[config.mk]
export PLATFORM = sky130hd
export DESIGN_NAME = field_cadence_seq
export DESIGN_NICKNAME = d
export VERILOG_FILES = /design/src/rtl/fcs_pkg.sv /design/src/rtl/fcs_regs.sv /design/src/rtl/fcs_pd_src.sv /design/src/rtl/fcs_seq.sv /design/src/rtl/field_cadence_seq.sv
export SDC_FILE = /design/constraint.sdc
export NUM_CORES = 1
export LEC_CHECK = 0
export BUFFER_PORTS_ARGS = -buffer_cell sky130_fd_sc_hd__buf_2
export CAP_MARGIN = 0
export CORE_UTILIZATION = 50
export CTS_BUF_LIST = sky130_fd_sc_hd__clkbuf_4
export CTS_CLUSTER_DIAMETER = 50
export DETAILED_ROUTE_END_ITERATION = 8
export HOLD_SLACK_MARGIN = 0.15
export PLACE_DENSITY = 0.83
export SLEW_MARGIN = 20
export SYNTH_ARGS = -nofsm -noshare
export SYNTH_HDL_FRONTEND = slang
export SYNTH_SLANG_ARGS = --single-unit
[constraint.sdc]
create_clock -name clk -period 2.17 [get_ports clk]
set_input_delay 0.3255 -clock clk [delete_from_list [all_inputs] [get_ports clk]]
set_output_delay 0.3255 -clock clk [all_outputs]
set_load 0.01 [all_outputs]
[src/rtl/fcs_pkg.sv]
package fcs_pkg;

    typedef enum logic [1:0] {
        FRZ_NONE  = 2'b00,
        FRZ_FRAME = 2'b01,
        FRZ_LAST  = 2'b10,
        FRZ_FIRST = 2'b11
    } freeze_e;

    typedef struct packed {
        freeze_e frz;
        logic    pd_from_bs;
        logic    host_rpt;
        logic    host_top;
    } ctrl_t;

    typedef struct packed {
        logic [1:0] phase;
        logic       three;
        logic       top_first;
        logic       is_top;
    } seq_t;

    localparam int CTRL_IDX = 0;
    localparam int STAT_IDX = 1;

    localparam int FRZ_LSB = 0;
    localparam int SRC_BIT = 2;
    localparam int RPT_BIT = 3;
    localparam int TOP_BIT = 4;
    localparam int CTRL_BITS = 5;

    localparam int ST_TOP   = 0;
    localparam int ST_FIRST = 1;
    localparam int ST_LAST  = 2;

    localparam ctrl_t CTRL_RESET = '{frz: FRZ_NONE, pd_from_bs: 1'b1,
                                     host_rpt: 1'b0, host_top: 1'b1};

    localparam seq_t SEQ_RESET = '{phase: 2'd1, three: 1'b0,
                                   top_first: 1'b1, is_top: 1'b0};

    function automatic logic phase_is_last(seq_t s);
        return s.three ? (s.phase == 2'd2) : (s.phase == 2'd1);
    endfunction

    function automatic logic parity_at(logic [1:0] ph, logic tf);
        return (ph == 2'd1) ? ~tf : tf;
    endfunction

endpackage

[src/rtl/fcs_regs.sv]
module fcs_regs
    import fcs_pkg::*;
#(
    parameter int DW = 8,
    parameter int AW = 2
) (
    input  logic          clk,
    input  logic          rst,
    input  logic          we,
    input  logic [AW-1:0] addr,
    input  logic [DW-1:0] wdata,
    input  logic          st_top,
    input  logic          st_first,
    input  logic          st_last,
    output ctrl_t         ctrl,
    output logic [DW-1:0] rdata
);
    localparam logic [AW-1:0] A_CTRL = AW'(CTRL_IDX);
    localparam logic [AW-1:0] A_STAT = AW'(STAT_IDX);

    always_ff @(posedge clk) begin
        if (rst) begin
            ctrl <= CTRL_RESET;
        end else if (we && addr == A_CTRL) begin
            ctrl.frz        <= freeze_e'(wdata[FRZ_LSB +: 2]);
            ctrl.pd_from_bs <= wdata[SRC_BIT];
            ctrl.host_rpt   <= wdata[RPT_BIT];
            ctrl.host_top   <= wdata[TOP_BIT];
        end
    end

    always_comb begin
        rdata = '0;
        if (addr == A_CTRL) begin
            rdata[FRZ_LSB +: 2] = ctrl.frz;
            rdata[SRC_BIT]      = ctrl.pd_from_bs;
            rdata[RPT_BIT]      = ctrl.host_rpt;
            rdata[TOP_BIT]      = ctrl.host_top;
        end else if (addr == A_STAT) begin
            rdata[ST_TOP]   = st_top;
            rdata[ST_FIRST] = st_first;
            rdata[ST_LAST]  = st_last;
        end
    end

    // control defaults after reset
    a_r1_ctrl_reset: assert property (@(posedge clk)
        rst |=> (ctrl == CTRL_RESET));

    // writes aimed at the status address leave control untouched
    a_r2_stat_write_ignored: assert property (@(posedge clk) disable iff (rst)
        (we && addr == A_STAT) |=> $stable(ctrl));

endmodule

[src/rtl/fcs_pd_src.sv]
module fcs_pd_src
    import fcs_pkg::*;
(
    input  ctrl_t ctrl,
    input  logic  bs_rpt,
    input  logic  bs_top,
    output logic  rpt,
    output logic  tff
);
    always_comb begin
        if (ctrl.pd_from_bs) begin
            rpt = bs_rpt;
            tff = bs_top;
        end else begin
            rpt = ctrl.host_rpt;
            tff = ctrl.host_top;
        end
    end
endmodule

[src/rtl/fcs_seq.sv]
module fcs_seq
    import fcs_pkg::*;
(
    input  logic  clk,
    input  logic  rst,
    input  logic  tick,
    input  ctrl_t ctrl,
    input  logic  rpt,
    input  logic  tff,
    output logic  is_top,
    output logic  first,
    output logic  last,
    output logic  adv
);
    seq_t cur, nxt;
    logic adv_nxt;
    logic at_last, at_first, step;

    assign at_last  = phase_is_last(cur);
    assign at_first = (cur.phase == 2'd0);

    always_comb begin
        nxt     = cur;
        adv_nxt = 1'b0;
        step    = 1'b0;
        if (tick) begin
            unique case (ctrl.frz)
                FRZ_NONE:  step = 1'b1;
                FRZ_FRAME: begin
                    nxt.is_top = ~cur.is_top;
                    nxt.phase  = (~cur.is_top == cur.top_first) ? 2'd0
                               : (cur.three ? 2'd2 : 2'd1);
                end
                FRZ_LAST:  step = !at_last;
                FRZ_FIRST: step = !at_first;
            endcase
            if (step) begin
                if (at_last) begin
                    nxt.phase     = 2'd0;
                    nxt.three     = rpt;
                    nxt.top_first = tff;
                    nxt.is_top    = tff;
                    adv_nxt       = 1'b1;
                end else begin
                    nxt.phase  = cur.phase + 2'd1;
                    nxt.is_top = parity_at(cur.phase + 2'd1, cur.top_first);
                end
            end
        end
    end

    always_ff @(posedge clk) begin
        if (rst) begin
            cur <= SEQ_RESET;
            adv <= 1'b0;
        end else begin
            cur <= nxt;
            adv <= adv_nxt;
        end
    end

    assign is_top = cur.is_top;
    assign first  = at_first;
    assign last   = at_last;

    // a request always coincides with an opening field of the new order
    a_r3_adv_on_opening: assert property (@(posedge clk) disable iff (rst)
        adv |-> (first && is_top == cur.top_first));

    // normal tick on a closing field starts a frame
    a_r3_new_frame: assert property (@(posedge clk) disable iff (rst)
        (tick && ctrl.frz == FRZ_NONE && last) |=> (first && adv));

    // opening and closing never reported together
    a_r4_flags_excl: assert property (@(posedge clk) disable iff (rst)
        !(first && last));

    // freeze-frame and freeze-last never request a frame
    a_r7_no_adv_frozen: assert property (@(posedge clk) disable iff (rst)
        (tick && (ctrl.frz == FRZ_FRAME || ctrl.frz == FRZ_LAST)) |=> !adv);

    // freeze-last holds a closing field
    a_r8_last_hold: assert property (@(posedge clk) disable iff (rst)
        (tick && ctrl.frz == FRZ_LAST && last) |=> (last && $stable(is_top)));

    // freeze-first holds an opening field
    a_r9_first_hold: assert property (@(posedge clk) disable iff (rst)
        (tick && ctrl.frz == FRZ_FIRST && first) |=> (first && !adv && $stable(is_top)));

    // nothing moves without a tick
    a_r10_quiet: assert property (@(posedge clk) disable iff (rst)
        !tick |=> ($stable(cur) && !adv));

endmodule

[src/rtl/field_cadence_seq.sv]
module field_cadence_seq
    import fcs_pkg::*;
#(
    parameter int DW = 8,
    parameter int AW = 2
) (
    input  logic          clk,
    input  logic          rst,
    input  logic          fld_tick,
    input  logic          bs_rpt_first,
    input  logic          bs_top_first,
    input  logic          host_we,
    input  logic [AW-1:0] host_addr,
    input  logic [DW-1:0] host_wdata,
    output logic [DW-1:0] host_rdata,
    output logic          fld_is_top,
    output logic          fld_first,
    output logic          fld_last,
    output logic          frame_adv
);
    ctrl_t ctrl;
    logic  rpt_sel, tff_sel;

    fcs_regs #(.DW(DW), .AW(AW)) u_regs (
        .clk      (clk),
        .rst      (rst),
        .we       (host_we),
        .addr     (host_addr),
        .wdata    (host_wdata),
        .st_top   (fld_is_top),
        .st_first (fld_first),
        .st_last  (fld_last),
        .ctrl     (ctrl),
        .rdata    (host_rdata)
    );

    fcs_pd_src u_src (
        .ctrl   (ctrl),
        .bs_rpt (bs_rpt_first),
        .bs_top (bs_top_first),
        .rpt    (rpt_sel),
        .tff    (tff_sel)
    );

    fcs_seq u_seq (
        .clk    (clk),
        .rst    (rst),
        .tick   (fld_tick),
        .ctrl   (ctrl),
        .rpt    (rpt_sel),
        .tff    (tff_sel),
        .is_top (fld_is_top),
        .first  (fld_first),
        .last   (fld_last),
        .adv    (frame_adv)
    );
endmodule

### Word-level counts from Yosys, hierarchy flattened

Cells that the tools add are included.

| word-level totals | value |
|---|---|
| memories | 0 |
| bits in latches | 0 |
| memory bits (read-only) | 0 |
| word-level logic and storage cells | 50 |
| register bits after elaboration | 11 |
| memory bits (writable) | 0 |
| input port bits | 16 |
| output and inout port bits | 12 |

| operators by class | value |
|---|---|
| divide/modulo/power cells | 0 |
| order comparisons | 0 |
| $mul | 0 |
| equality and inequality tests | 8 |
| multiplexer cells | 18 |
| add/subtract/negate cells | 1 |
| bitwise gates (word level) | 4 |
| shifts and indexed selects | 0 |
| reductions and logical operators | 10 |

Operators by type and width:

| operator | count |
|---|---|
| 2-bit two-way mux | 6 |
| 2-bit by 1-bit equality test with 1-bit output (second input constant) | 4 |
| 1-bit two-way mux | 8 |
| 2-bit equality test (second input constant) | 3 |
| 2-bit logical NOT | 3 |
| 3-bit two-way mux | 2 |
| 5-bit two-way mux | 1 |
| 1-bit inverter | 4 |
| 1-bit case mux with 3 select lines | 1 |
| 3-bit AND reduction | 1 |
| 3-bit OR reduction | 1 |
| 2-bit by 1-bit adder with 2-bit output (second input constant) | 1 |
| 1-bit logical NOT | 2 |
| 2-bit AND reduction | 1 |
| 2-bit nonzero test | 1 |
| 1-bit equality test | 1 |
| 1-bit logical AND | 1 |

### Logic depth before layout (Yosys ltp)

| logic depth | value |
|---|---|
| word-level depth | 7 |
| gate-level depth with buffers | 6 |
| gate-level depth less buffers | 6 |

### Modules after synthesis

Synthesis repeated with hierarchy kept, for this count alone.

| second synthesis, totals | value |
|---|---|
| cells, all modules | 87 |
| area total of the unflattened synthesis | 794.5 µm² |

By module, submodules not included:

| module | cells each | instances | seq. area each (µm²) | area an instance (µm²) |
|---|---|---|---|---|
| fcs_seq | 50 | 1 | 120.1 | 452.9 |
| fcs_regs | 35 | 1 | 100.1 | 319.1 |
| fcs_pd_src | 2 | 1 | 0.0 | 22.5 |

### Least setup slack after synthesis

OpenSTA, ideal clock, no wires.

| path | value |
|---|---|
| path type | reg2reg |
| from | reg u_seq.cur[3] in the netlist's numbering |
| to | reg u_seq.cur[1] in the netlist's numbering |
| library setup time | 0.120 ns |
| clock period less this slack | 1.732 ns |
| buffers on the path | 0 |
| required time | 2.050 ns |
| arrival | 1.612 ns |
| stages on the path, launching flop included | 7 |
| slack | 0.438 ns |
| path through | dfxtp_1 -> inv_1 -> ha_1 -> and3b_1 -> o221ai_1 -> nor2_1 -> a211o_1 |

| between the ends | value |
|---|---|
| elaborated cells on any way between the ends | 9 |
| those cells by class | eq/ne (2); mux (3); reduce/logical (4) |

RTL lines:

| element | line | source |
|---|---|---|
| start: declaration | fcs_seq.sv:15 | `seq_t cur, nxt;` |
| start signal: assignment | fcs_seq.sv:57 | `cur <= nxt;` |
| 2-bit logical NOT | fcs_seq.sv:20 | `assign at_first = (cur.phase == 2'd0);` |
| via fld_first | field_cadence_seq.sv:17 | `output logic fld_first,` |
| 1-bit logical NOT | fcs_seq.sv:35 | `FRZ_FIRST: step = !at_first;` |
| 1-bit case mux with 3 select lines | fcs_seq.sv:27 | `unique case (ctrl.frz)` |
| 1-bit two-way mux | fcs_seq.sv:26 | `if (tick) begin` |
| 3-bit AND reduction (no line) | -- |  |

The timed path passes the listed nets, and every way through them passes these cells. The select of a mux whose other input is x is not followed.
A chain may end at the register's enable or synchronous reset.

### Final worst setup path

| path | value |
|---|---|
| from | reg u_seq.cur[4] in the netlist's numbering |
| to | out host_rdata[2] |

| between the ends | value |
|---|---|
| longest elaborated chain between the ends | 4 |
| elaborated cells on any way between the ends | 5 |
| those cells by class | eq/ne (2); mux (3) |

RTL lines:

| element | line | source |
|---|---|---|
| 2-bit by 1-bit equality test with 1-bit output / 2-bit equality test (equally long branches) | fcs_pkg.sv:44 | `return s.three ? (s.phase == 2'd2) : (s.phase == 2'd1);` |
| 1-bit two-way mux * | fcs_pkg.sv:44 |  |
| 3-bit two-way mux * | fcs_regs.sv:39 | `end else if (addr == A_STAT) begin` |
| 3-bit two-way mux * | fcs_regs.sv:34 | `if (addr == A_CTRL) begin` |
| end: declaration | field_cadence_seq.sv:15 | `output logic [DW-1:0] host_rdata,` |

Mark *: on every way between the ends. The rest lies on a longest branch, timed or not.

==> out/qor.txt <==
DP HPWL: 1442 µm
Post-Syn Area: 829.5 µm²
Chip Width: 42.73 µm
Worst Path Arrival: 1.68 ns
clk root buf: clkbuf_4
Clk pin slew, worst setup/hold paths: 0.08 ns
CTS tree: yes
initial DRC count: 30
number of vias per cell: 6.073
Setup TNS Final: 0 ns
# nets final: 139
Setup crit end kind: output port
Die Span Y: 42.73 µm
crit-path max FO: 8
standard-cell rows: 14
Syn Inst Count: 100
DRT antenna net count: 0
Hold Path Class: input port to register
die area: 0.001826 mm²
crit start category: register
placer congestion estimate: 0.8479
Pwr per Cell Area: 590.7 mW/mm²
hold path start: host_wdata[0]
area growth from synthesis to layout: 16.29%
Clk Latency, worst-skew pair: 0.28 ns
Switching Share: 33.39%
max-cap violation count: 0
Resize count post-CTS: 0
post-CTS setup buffers: 0
hold depth: 3
TritonCTS Buffers: 3
RSZ-0062 raised after global routing: false
P_sw: 0.1903 mW
pin count of the biggest net entering global routing: 14
register share of total power: 42.7%
Design Area, Final: 964.7 µm²
fin crit period: 2.001 ns
Filler Cell Count: 141
routed length per placed instance: 13.92 µm
overall power: 0.5699 mW
Tot GR Track Use: 24.41%
data required time of the worst path: 1.84 ns
Max Slew Vio Count: 0
drt total wl: 1907 µm
Hold Buf Count CTS: 0
layout cell share with drive strength beyond 1: 28.10%
total gr overflow: 0
unique cell type count in the Yosys netlist: 42
placed cell areas: 927.1 µm²
hold endpoint: u_regs.ctrl[3]
Clock Power Share: 28.1%
initial antenna violation count: 0
clock sink count: 11
n_diodes: 0
Peak Freq: 499.7 MHz
Leakage: 0.4225 nW
Power Internal: 0.3796 mW
Critical Path, Cell by Cell: and3b_1 -> nor2_2 -> a211oi_1 -> buf_2
logic gate share of total power: 29.2%
Port Buffers: 21
initial core utilization: 54.43%
slowest CP cell: dfxtp_1
FF-to-FF Start: u_seq.cur[3]
Seq/Total Area, Yosys: 26.55%
Synth Warn #: 0
clk_skew: 0.005205 ns
CP max stage delay: 0.52 ns
Final setup viols: 0
Peak VDD IR: 0.0003441 V
vias: 832
first-pass GRT wire length: 3367 µm
reg2reg setup slack: 0.30 ns
First-pass DRT Iterations: 4
FF-to-FF End: u_seq.is_top
Clock Path Buffers: 2
vias in the first global route: 784
CORE AREA: 0.001524 mm²
WS Path Type: register to output port
Final Cycle Share: 92.22%
Yosys reg bits: 11
status: finished, final reports clean
H-Tree Depth: 1
worst reg2reg path depth: 6
final hold violations: 0
DRC viols: 0
multi-input logic area: 558.0 µm²
FF/Latch Area: 221.5 µm²
Avg Cell Area, Syn: 8.295 µm²
IO Count: 28
final cells by class:
class / instances / area share (%)
Multi-Input combinational cell: 78 / 57.85
Sequential cell: 11 / 22.96
Timing Repair Buffer: 22 / 11.67
Clock buffer: 4 / 3.113
Inverter: 6 / 2.335
Tap cell: 16 / 2.075
synth_stat cells, drive strengths merged:
master | number | area share, %
dfxtp | 11 | 27
a21oi | 9 | 5.4
nor2 | 9 | 4.4
inv | 6 | 2.7
nand2 | 6 | 2.7
buf | 5 | 4.2
nand3 | 5 | 3.0
a211o | 4 | 4.2
and2 | 4 | 3.0
mux2i | 4 | 4.8
a211oi | 3 | 3.3
o21ai | 3 | 1.8
a311oi | 2 | 2.9
and3 | 2 | 1.5
and3b | 2 | 2.1
clkbuf | 2 | 0.91
nand2b | 2 | 1.5
nor3b | 2 | 2.4
or3b | 2 | 2.4
a2111oi | 1 | 3.3
a221oi | 1 | 1.1
a22o | 1 | 1.1
a31oi | 1 | 0.75
a41o | 1 | 1.2
conb | 1 | 0.45
ha | 1 | 1.5
mux2 | 1 | 1.4
nand3b | 1 | 0.91
nor2b | 1 | 0.75
nor4 | 1 | 0.75
o211ai | 1 | 0.91
o221ai | 1 | 1.1
o311ai | 1 | 2.0
o31ai | 1 | 0.91
o41ai | 1 | 1.1
xnor2 | 1 | 1.1
critical path, delay by kind of cell (launching register included):
family                 cells  cell delay (ns)
and+or+nand+nor            2             0.48
buffers and inverters      1             0.16
DFF                        1             0.52
AOI/OAI and AO/OA          1             0.23
power by group through the flow:
stage	combinational [mW]	clock (mW)	sequential [mW]
after floorplan	0.126	0	0.236
after global placement	0.159	0	0.243
after detailed placement	0.164	0	0.246
after CTS	0.164	0.162	0.241
after global routing	0.185	0.174	0.246
final	0.166	0.160	0.243
sequential cells by signal, summed over array words and instances, names as in the netlist:
signal,count
u_seq.adv,1
u_seq.cur,4
u_seq.is_top,1
u_regs.ctrl,5
worst max path at each step:
stage | from | cells past startpoint | to | slack, ns
6_report | u_seq.cur[4] | 4 | host_rdata[2] | 0.17
5_1_grt | u_seq.cur[4] | 4 | host_rdata[2] | 0.07
4_1_cts | u_seq.cur[3] | 4 | host_rdata[2] | 0.10
3_5_place_dp | u_seq.cur[3] | 6 | u_seq.cur[1] | 0.36
3_3_place_gp | u_seq.cur[3] | 6 | u_seq.cur[1] | 0.41
2_1_floorplan | u_seq.cur[3] | 6 | u_seq.cur[1] | 0.44
cell usage in the layout (no fill, tap or decap), types with 2 or more instances in the layout:
master    netlist  layout
nand2b_1        2       2
and3b_1         2       2
dfxtp_1        11      10
nand3_1         5       5
clkbuf_4        0       4
a211o_1         4       4
and2_1          4       4
nand2_1         6       6
and3_1          2       2
inv_1           6       6
nor2_1          8       8
a21oi_1         9       9
conb_1          1       3
buf_2           1      21
a211oi_1        2       2
o21ai_0         3       3
mux2i_1         4       4
logic make-up (layout without fill, tap and decap cells):
| logic type | Yosys count | after routing | share of synthesized area (%) |
|---|---|---|---|
| and+or+nand+nor | 37 | 37 | 25.49 |
| AOI/OAI and AO/OA | 31 | 31 | 30.92 |
| buffers and inverters | 13 | 32 | 7.843 |
| DFF | 11 | 11 | 26.55 |
| muxes | 5 | 5 | 6.184 |
| adders and majority gates | 1 | 1 | 1.508 |
| other | 1 | 3 | 0.4521 |
| xor gates and xnor gates | 1 | 1 | 1.056 |
stage by stage:
step	hold slack [ns]	setup slack (ns)	utilization, %	cells
5_1_grt	0.3021	0.06650	63.30	137
4_1_cts	0.2985	0.1048	62.81	137
2_1_floorplan	0.4406	0.4384	-	102
3_3_place_gp	0.4518	0.4065	60.84	133
3_5_place_dp	0.4705	0.3635	60.84	133
6_report	0.2954	0.1688	63.30	137
metal layers:
metal / vias to the layer above / GRT usage, % / share of wire [%]
li1: 410 / - / -
met1: 391 / 29.21 / 42
met2: 27 / 41.82 / 51
met3: 4 / 3.830 / 5.2
met4: 0 / 11.88 / 1.9
met5: - / 0 / 0
Power figures use the tool's default switching activity.
